**src/rtl/ahb_bm_pkg.sv**
```systemverilog
package ahb_bm_pkg;
  typedef enum logic [1:0] {
    TR_IDLE = 2'b00,
    TR_BUSY = 2'b01,
    TR_NSEQ = 2'b10,
    TR_SEQ  = 2'b11
  } trans_e;

  localparam logic [1:0] RESP_OKAY  = 2'b00;
  localparam logic [1:0] RESP_ERROR = 2'b01;
  localparam logic [2:0] SIZE_HALF  = 3'b001;
  localparam logic [2:0] BURST_INCR = 3'b001;
endpackage

```
**src/rtl/bm_addr_gen.sv**
```systemverilog
module bm_addr_gen #(
  parameter int AW = 32,
  parameter int CW = 5
) (
  input  logic          clk_i,
  input  logic          rst_ni,
  input  logic          start_i,
  input  logic [AW-1:0] start_addr_i,
  input  logic [CW-1:0] start_beats_i,
  input  logic          adv_i,
  input  logic          cancel_i,
  output logic          valid_o,
  output logic [AW-1:0] addr_o,
  output logic [CW-1:0] idx_o,
  output logic          first_o
);
  localparam logic [AW-1:0] STEP = AW'(2);
  localparam logic [CW-1:0] ONE  = CW'(1);

  logic          valid_q, first_q;
  logic [AW-1:0] addr_q;
  logic [CW-1:0] idx_q, left_q;

  always_ff @(posedge clk_i or negedge rst_ni) begin
    if (!rst_ni) begin
      valid_q <= 1'b0;
      first_q <= 1'b0;
      addr_q  <= '0;
      idx_q   <= '0;
      left_q  <= '0;
    end else if (start_i) begin
      valid_q <= 1'b1;
      first_q <= 1'b1;
      addr_q  <= start_addr_i;
      idx_q   <= '0;
      left_q  <= start_beats_i;
    end else if (valid_q && adv_i) begin
      if (left_q == ONE) begin
        valid_q <= 1'b0;
      end else begin
        addr_q  <= addr_q + STEP;
        idx_q   <= idx_q + ONE;
        left_q  <= left_q - ONE;
        first_q <= 1'b0;
      end
    end else if (cancel_i) begin
      // drop pending address phase in first error cycle
      valid_q <= 1'b0;
    end
  end

  assign valid_o = valid_q;
  assign addr_o  = addr_q;
  assign idx_o   = idx_q;
  assign first_o = first_q;

  // accepted non-final beat is followed by a sequential beat 2 bytes on
  a_r2_seq_step: assert property (@(posedge clk_i) disable iff (!rst_ni)
    (valid_q && adv_i && left_q != ONE && !start_i)
      |=> (valid_q && !first_q && addr_q == $past(addr_q) + STEP));

  // address phase frozen while the slave waits
  a_r3_hold_wait: assert property (@(posedge clk_i) disable iff (!rst_ni)
    (valid_q && !adv_i && !cancel_i && !start_i)
      |=> (valid_q && $stable(addr_q) && $stable(first_q)));
endmodule

```
**src/rtl/bm_data_phase.sv**
```systemverilog
module bm_data_phase
  import ahb_bm_pkg::*;
#(
  parameter int CW = 5,
  parameter int DW = 16
) (
  input  logic          clk_i,
  input  logic          rst_ni,
  input  logic          hready_i,
  input  logic [1:0]    hresp_i,
  input  logic [DW-1:0] hrdata_i,
  input  logic          a_valid_i,
  input  logic [CW-1:0] a_idx_i,
  input  logic          write_i,
  input  logic          cont_i,
  input  logic [DW-1:0] wdata_i,
  output logic          d_valid_o,
  output logic [CW-1:0] d_idx_o,
  output logic          cancel_o,
  output logic          beat_valid_o,
  output logic          beat_err_o,
  output logic [DW-1:0] beat_rdata_o,
  output logic [DW-1:0] hwdata_o
);
  logic          d_valid_q;
  logic [CW-1:0] d_idx_q;
  logic          err_now;

  assign err_now = (hresp_i == RESP_ERROR);

  always_ff @(posedge clk_i or negedge rst_ni) begin
    if (!rst_ni) begin
      d_valid_q <= 1'b0;
      d_idx_q   <= '0;
    end else if (hready_i) begin
      d_valid_q <= a_valid_i;
      d_idx_q   <= a_idx_i;
    end
  end

  assign cancel_o     = d_valid_q && !hready_i && err_now && !cont_i;
  assign beat_valid_o = d_valid_q && hready_i;
  assign beat_err_o   = beat_valid_o && err_now;
  assign beat_rdata_o = (beat_valid_o && !write_i) ? hrdata_i : '0;
  assign hwdata_o     = (d_valid_q && write_i) ? wdata_i : '0;
  assign d_valid_o    = d_valid_q;
  assign d_idx_o      = d_idx_q;

  // beat in data phase does not change while the slave waits
  a_r8_data_held: assert property (@(posedge clk_i) disable iff (!rst_ni)
    (d_valid_q && !hready_i) |=> (d_valid_q && $stable(d_idx_q)));

  // cancel request empties the address phase by the next cycle
  a_r6_cancel_idle: assert property (@(posedge clk_i) disable iff (!rst_ni)
    cancel_o |=> !a_valid_i);
endmodule

```
**src/rtl/ahb_burst_master.sv**
```systemverilog
module ahb_burst_master
  import ahb_bm_pkg::*;
#(
  parameter int AW = 32,
  parameter int CW = 5,
  parameter int DW = 16
) (
  input  logic          clk_i,
  input  logic          rst_ni,
  input  logic          req_valid_i,
  input  logic [AW-1:0] req_addr_i,
  input  logic [CW-1:0] req_beats_i,
  input  logic          req_write_i,
  input  logic          req_cont_i,
  output logic          req_ready_o,
  input  logic [DW-1:0] wdata_i,
  output logic [CW-1:0] wd_idx_o,
  output logic          beat_valid_o,
  output logic [CW-1:0] beat_idx_o,
  output logic          beat_err_o,
  output logic [DW-1:0] beat_rdata_o,
  output logic          done_o,
  output logic          done_err_o,
  output logic [AW-1:0] haddr_o,
  output logic [1:0]    htrans_o,
  output logic          hwrite_o,
  output logic [2:0]    hsize_o,
  output logic [2:0]    hburst_o,
  output logic [DW-1:0] hwdata_o,
  input  logic [DW-1:0] hrdata_i,
  input  logic          hready_i,
  input  logic [1:0]    hresp_i
);
  logic          busy_q, write_q, cont_q, err_seen_q;
  logic          start;
  logic          a_valid, a_first, cancel;
  logic [AW-1:0] a_addr;
  logic [CW-1:0] a_idx;
  logic          d_valid;
  logic [CW-1:0] d_idx;
  trans_e        trans;

  assign start = req_valid_i && !busy_q && (req_beats_i != '0);

  bm_addr_gen #(.AW(AW), .CW(CW)) u_addr (
    .clk_i        (clk_i),
    .rst_ni       (rst_ni),
    .start_i      (start),
    .start_addr_i (req_addr_i),
    .start_beats_i(req_beats_i),
    .adv_i        (hready_i),
    .cancel_i     (cancel),
    .valid_o      (a_valid),
    .addr_o       (a_addr),
    .idx_o        (a_idx),
    .first_o      (a_first)
  );

  bm_data_phase #(.CW(CW), .DW(DW)) u_data (
    .clk_i       (clk_i),
    .rst_ni      (rst_ni),
    .hready_i    (hready_i),
    .hresp_i     (hresp_i),
    .hrdata_i    (hrdata_i),
    .a_valid_i   (a_valid),
    .a_idx_i     (a_idx),
    .write_i     (write_q),
    .cont_i      (cont_q),
    .wdata_i     (wdata_i),
    .d_valid_o   (d_valid),
    .d_idx_o     (d_idx),
    .cancel_o    (cancel),
    .beat_valid_o(beat_valid_o),
    .beat_err_o  (beat_err_o),
    .beat_rdata_o(beat_rdata_o),
    .hwdata_o    (hwdata_o)
  );

  assign done_o     = busy_q && d_valid && hready_i && !a_valid;
  assign done_err_o = done_o && (err_seen_q || beat_err_o);

  always_ff @(posedge clk_i or negedge rst_ni) begin
    if (!rst_ni) begin
      busy_q     <= 1'b0;
      write_q    <= 1'b0;
      cont_q     <= 1'b0;
      err_seen_q <= 1'b0;
    end else if (start) begin
      busy_q     <= 1'b1;
      write_q    <= req_write_i;
      cont_q     <= req_cont_i;
      err_seen_q <= 1'b0;
    end else begin
      if (beat_err_o) err_seen_q <= 1'b1;
      if (done_o)     busy_q     <= 1'b0;
    end
  end

  always_comb begin
    if (!a_valid)     trans = TR_IDLE;
    else if (a_first) trans = TR_NSEQ;
    else              trans = TR_SEQ;
  end

  assign htrans_o    = trans;
  assign haddr_o     = a_addr;
  assign hwrite_o    = a_valid && write_q;
  assign hsize_o     = SIZE_HALF;
  assign hburst_o    = BURST_INCR;
  assign req_ready_o = !busy_q;
  assign wd_idx_o    = d_idx;
  assign beat_idx_o  = d_idx;

  // after the done strobe the bus is idle and a new request can be taken
  a_r7_done_idle: assert property (@(posedge clk_i) disable iff (!rst_ni)
    done_o |=> (req_ready_o && htrans_o == 2'b00));

  // first error cycle under cancel policy leaves the bus idle next cycle
  a_r6_bus_idle: assert property (@(posedge clk_i) disable iff (!rst_ni)
    (busy_q && d_valid && !hready_i && hresp_i == RESP_ERROR && !cont_q)
      |=> (htrans_o == 2'b00));

  // no beat completes while the slave holds hready low
  a_r4_no_early_done: assert property (@(posedge clk_i) disable iff (!rst_ni)
    (d_valid && !hready_i) |=> d_valid);
endmodule

```
**config.mk**
```make
export PLATFORM = sky130hd
export DESIGN_NAME = ahb_burst_master
export DESIGN_NICKNAME = d
export VERILOG_FILES = /design/src/rtl/ahb_bm_pkg.sv /design/src/rtl/bm_addr_gen.sv /design/src/rtl/bm_data_phase.sv /design/src/rtl/ahb_burst_master.sv
export SDC_FILE = /design/constraint.sdc
export NUM_CORES = 1
export LEC_CHECK = 0
export ABC_AREA = 1
export BUFFER_PORTS_ARGS = -buffer_cell sky130_fd_sc_hd__buf_2
export CAP_MARGIN = 20
export CORE_ASPECT_RATIO = 0.75
export CORE_MARGIN = 5
export CORE_UTILIZATION = 52
export DETAILED_ROUTE_END_ITERATION = 8
export GPL_ROUTABILITY_DRIVEN = 0
export GPL_TIMING_DRIVEN = 0
export HOLD_SLACK_MARGIN = 0.02
export PLACE_DENSITY = 0.94
export SLEW_MARGIN = 20
export SYNTH_ARGS = -nofsm -noshare
export SYNTH_HDL_FRONTEND = slang
export SYNTH_HIERARCHICAL = 1
export SYNTH_SLANG_ARGS = --single-unit
export TNS_END_PERCENT = 5
```
**constraint.sdc**
```tcl
create_clock -name clk_i -period 2.88 [get_ports clk_i]
set_input_delay 0.576 -clock clk_i [delete_from_list [all_inputs] [get_ports clk_i]]
set_output_delay 0.576 -clock clk_i [all_outputs]
set_load 0.02 [all_outputs]
```
==> After elaboration in Yosys (flattened, before gate mapping) <==
Index checks and enable logic that the tools add are counted.
{ "word_totals": {"ff_bits": 54, "input_bits": 77, "elab_cells": 70} }
{ "op_classes": {"muxes": 24, "n_reduce_logical": 28, "addsub": 3, "eq_ne": 4} }
{ "ops": {"columns": ["op", "n"], "rows": [
  ["$mux 32", 3],
  ["$add 32x2->32 const B", 1],
  ["$mux 16", 2],
  ["$mux 5", 6],
  ["$logic_and 1x1->1", 15],
  ["$mux 1", 12],
  ["$reduce_bool 2->1", 3],
  ["$add 5x1->5 const B", 1],
  ["$eq 5x1->1 const B", 1],
  ["$logic_not 1->1", 5],
  ["$reduce_bool 5->1", 1],
  ["$sub 5x1->5 const B", 1],
  ["$reduce_and 2->1", 2],
  ["$ne 3x3->1 const B", 1],
  ["$reduce_bool 3->1", 1],
  ["$eq 2x1->1 const B", 1],
  ["$mux 2", 1],
  ["$ne 2x2->1 const B", 1],
  ["$logic_or 1x1->1", 1]
]} }

==> Depth between registers and ports, before layout <==
{ "logic_depth": {"depth_word": 7, "depth_mapped": 10, "mapped_depth_nobuf": 9} }

==> By module <==
The synthesis kept the hierarchy.
{ "by_module_without_submodules": {"columns": ["module", "cells_per_inst", "n_inst", "area_each_um2", "seq_area_each_um2"], "rows": [
  ["bm_addr_gen", 417, 1, 2951.6, 1101.1],
  ["bm_data_phase", 103, 1, 559.3, 150.1],
  ["ahb_burst_master", 43, 1, 326.6, 100.1]
]} }

==> Least setup slack after synthesis <==
Ideal clock, no wire load.
{ "synth_path": {"kind": "input-to-output", "startpoint": "input port hready_i", "endpoint": "output port done_err_o", "cell_stages": 5, "arrival_ps": 1601, "t_required_ps": 2304, "setup_slack_ps": 703, "cell_sequence": "buf_2 > nand2_1 > nor2_1 > nor2_1 > nor2_1"} }
{ "synth_via": {"elab_chain_len": 4, "word_cells_on_any_way": 6, "classes_between": "reduce/logical: 6"} }
{ "synth_lines": {"columns": ["element", "line_no", "source"], "rows": [
  ["from (decl)", "ahb_burst_master.sv:31", "input logic hready_i,"],
  ["$logic_and 1x1->1", "bm_data_phase.sv:42", "assign beat_valid_o = d_valid_q && hready_i;"],
  ["$logic_and 1x1->1", "bm_data_phase.sv:43", "assign beat_err_o = beat_valid_o && err_now;"],
  ["named net beat_err_o", "ahb_burst_master.sv:20", "output logic beat_err_o,"],
  ["$logic_or 1x1->1", "ahb_burst_master.sv:80", "assign done_err_o = done_o && (err_seen_q || beat_err_o);"],
  ["$logic_and 1x1->1", "ahb_burst_master.sv:80", null],
  ["to (decl)", "ahb_burst_master.sv:23", "output logic done_err_o,"]
]} }
The timed path passes the listed nets, and every way through them passes these cells.

==> Final worst setup path <==
{ "layout_path": {"startpoint": "input port hready_i", "endpoint": "output port beat_rdata_o[12]"} }
{ "layout_via": {"elab_chain_len": 3} }
{ "layout_lines": {"columns": ["element", "line_no", "source"], "rows": [
  ["$logic_and 1x1->1", "bm_data_phase.sv:42", null],
  ["$logic_and 1x1->1", "bm_data_phase.sv:44", "assign beat_rdata_o = (beat_valid_o && !write_i) ? hrdata_i : '0;"],
  ["$mux 16", "bm_data_phase.sv:44", null],
  ["to (decl)", "ahb_burst_master.sv:21", "output logic [DW-1:0] beat_rdata_o,"]
]} }
No other way between the ends.

==> results.md <==
* Status: finished clean
* Core footprint at 0.007263 mm²
* F_max at 475.2 MHz
* Largest family of logic cells by synthesized area: simple AND/OR/NAND/NOR gates
* Period utilization at 73.06%
* Total net switching power at 2175 µW
* Largest net degree at the start of global routing at 55
* Tmin final at 2104 ps
* Post-CTS setup buffers at 0
* Post-route cell area at 0.004862 mm²
* Ports at 165
* VDD IR-drop max at 520.9 µV
* M1 WL at 5015 µm
* # rows at 27
* Clk_lat worst skew at 310 ps
* Measured slew at the worst slew-check pin at 696.7 ps
* Antenna viol nets, final at 0
* Post-Place Cell Area at 0.004772 mm²
* Final setup vio count at 0
* Syn-to-layout area delta at 26.70%
* Post-synthesis sequential area ratio at 35.21%
* Mapped Avg Cell Area at 6.816 µm²
* First-pass GRT wire length at 19,600 µm
* Top Layer Used: met4
* CP startpoint kind: input pin
* Clock Sinks at 54
* Initial DRC Count at 405
* Synth Instances at 563
* Distinct cells, synth at 35
* Final HPWL DP at 9404 µm
* Dominant synthesized flop cell: dfrtp_1
* Cell Area, Synth at 0.003837 mm²
* CTS Root Cell: clkbuf_8
* Dpl ws at 741.2 ps
* Hold Crit Class: input pin to async pin
* Sum Neg Setup Slack at 0 ps
* Initial antenna violation count at 0
* Layout cells sized above 1 at 33.02%
* Gr usage total at 26.30%
* Synth Area in Compound Gates at 6.195%
* I/O Buffers at 158
* CP Max Fanout at 10
* Final total power at 4243 µW
* # DRC at 0
* Post-CTS resize count at 0
* Chip width at 109.2 µm
* Gr ovfl total at 0
* Post-CTS Hold Buffers at 0
* Simple-gate share of the synthesized area at 41.67%
* Routed wire length on met3 at 1045 µm
* Final wirelength at 11,970 µm
* Element type at the critical path end: output port
* Avg WL per Cell at 14.36 µm
* Number of global-route vias before repair at 4,142
* Clock-pin slew on the worst setup and hold paths at 110 ps
* Mux contribution to synthesized area at 0%
* Clock share of power at 10.4%
* Comb power frac at 54.7%
* FF+latch count, synth at 54
* Fin Hold WS at 309.2 ps
* Net Sw Frac at 51.26%
* Total CTS buffers at 5
* Die Y at 84.40 µm
* Adder-Cell Fraction of Synth Area at 1.304%
* Yosys warns at 6
* Internal Power at 2068 µW
* Max-slew violation count at 0
* Final hold vios at 0
* Via-to-Cell Ratio at 5.129
* Met2 routed WL at 5553 µm
* Crit path DAT at 1530 ps
* RSZ-0062 raised after global routing: no
* Commonest non-fill, non-tap cell in the layout: nand2_1
* Power Dens Cells at 872.7 mW/mm²
* Flop pwr share at 34.9%
* Setup Crit Path Kind: input pin to output port
* Via count at 4,278
* Die ar. at 0.009216 mm²
* Clock Path Buffers at 2
* Maximum capacitance violations at 0
* Async SR Flop Fraction at 100.0%
* Final nets at 813
* EDFF count, synth at 0
* Setup slack, reg-to-reg at 1160 ps
* CTS tree: done
* H-tree levels at 2
* Most frequent cells in the layout: nand2_1 (174), buf_2 (165), nor2_1 (74), inv_1 (71), nand3_1 (56)
* First drt pass iteration count at 5
* Pleak at 0.002811 µW
* Skew final at 9.845 ps
* Max-slew headroom at 53.55%
* Final setup slack of the worst path at 775.7 ps
* Starting density of the core at 52.83%
* Final antenna diode count at 0
* CP required at 2300 ps
* Synth Area in XOR/XNOR at 2.739%
## area by class of cell
| type | count | area (µm²) |
|---|---|---|
| Inverter | 77 | 291.5 |
| Multi-Input combinational cell | 410 | 2014 |
| Fill cell | 644 | 2401 |
| Sequential cell | 54 | 1351 |
| Clock inverter | 3 | 21.27 |
| Buffer | 26 | 195.2 |
| Clock buffer | 5 | 68.82 |
| Timing Repair Buffer | 158 | 793.3 |
| Tap cell | 101 | 126.4 |
## metal layers
layer / global-route usage (%) / vias to the layer above
li1: - / 2056
met5: 0 / -
met3: 3.689 / 48
met2: 42.81 / 222
met1: 35.50 / 1952
met4: 9.966 / 0
## synth_stat cells (2+ instances only)
cell      instances  share of area [%]
conb_1            2               0.20
nor2_4            9                2.6
a21oi_1          12                1.6
xor2_1            4               0.91
buf_6             3               0.88
nand2_2           8                1.3
inv_1            71                6.9
o21ai_1           2               0.26
o21ai_0           2               0.26
dfrtp_1          54                 35
inv_2             5               0.49
nor2_1           74                7.2
nand3_2           4                1.0
xnor2_1           8                1.8
nor2_2           19                3.1
buf_4            12                2.3
o211ai_1          8                1.6
ha_1              4                1.3
a22oi_1           2               0.39
o21bai_1          7                1.4
buf_2             8                1.0
nand2_1         174                 17
nand3_1          56                7.3
nand2_4           4                1.2
## worst paths after layout
check | start | end | cells past startpoint
setup reg to reg | busy_q | u_addr/addr_o[8] | 7
hold reg to reg | u_addr/addr_o[0] | u_addr/addr_o[0] | 2
min in group clk_i | req_addr_i[0] | u_addr/addr_o[0] | 3
setup / recovery | hready_i | beat_rdata_o[12] | 6
hold / removal | rst_ni | u_addr/addr_o[27] | 1
max in group asynchronous | rst_ni | u_addr/addr_o[12] | 1
## worst max-delay path: stages
cell	delay, ps
buf_2	100
buf_2	200
nand3_2	180
buf_6	210
nor2_2	90
buf_2	170
## sequential cells by signal (all words and copies together) (netlist names), 5 cells and up
register,flops
u_data/d_idx_o,5
u_addr/left_q,5
u_addr/idx_o,5
u_addr/addr_o,32
## cells by family after synthesis
| kind of cell | Yosys count |
|---|---|
| other | 2 |
| AOI/OAI and AO/OA | 37 |
| DFF | 54 |
| xor gates and xnor gates | 12 |
| buffers and inverters | 103 |
| adders and majority gates | 4 |
| and+or+nand+nor | 351 |
## through the flow
step / std cells / util (%)
2_1_floorplan: 567 / -
3_3_place_gp: 826 / 65.67
3_5_place_dp: 826 / 65.70
4_1_cts: 834 / 66.94
5_1_grt: 834 / 66.94
6_report: 834 / 66.94
## power groups by stage
stage                     sequential [µW]  clock (µW)  combinational, µW
after floorplan                      1640           0               1350
after global placement               1450           0               2210
after detailed placement             1480           0               2300
after CTS                            1470         452               2310
after global routing                 1530         486               2540
final                                1480         441               2320
Power figures use the tool's default switching activity.
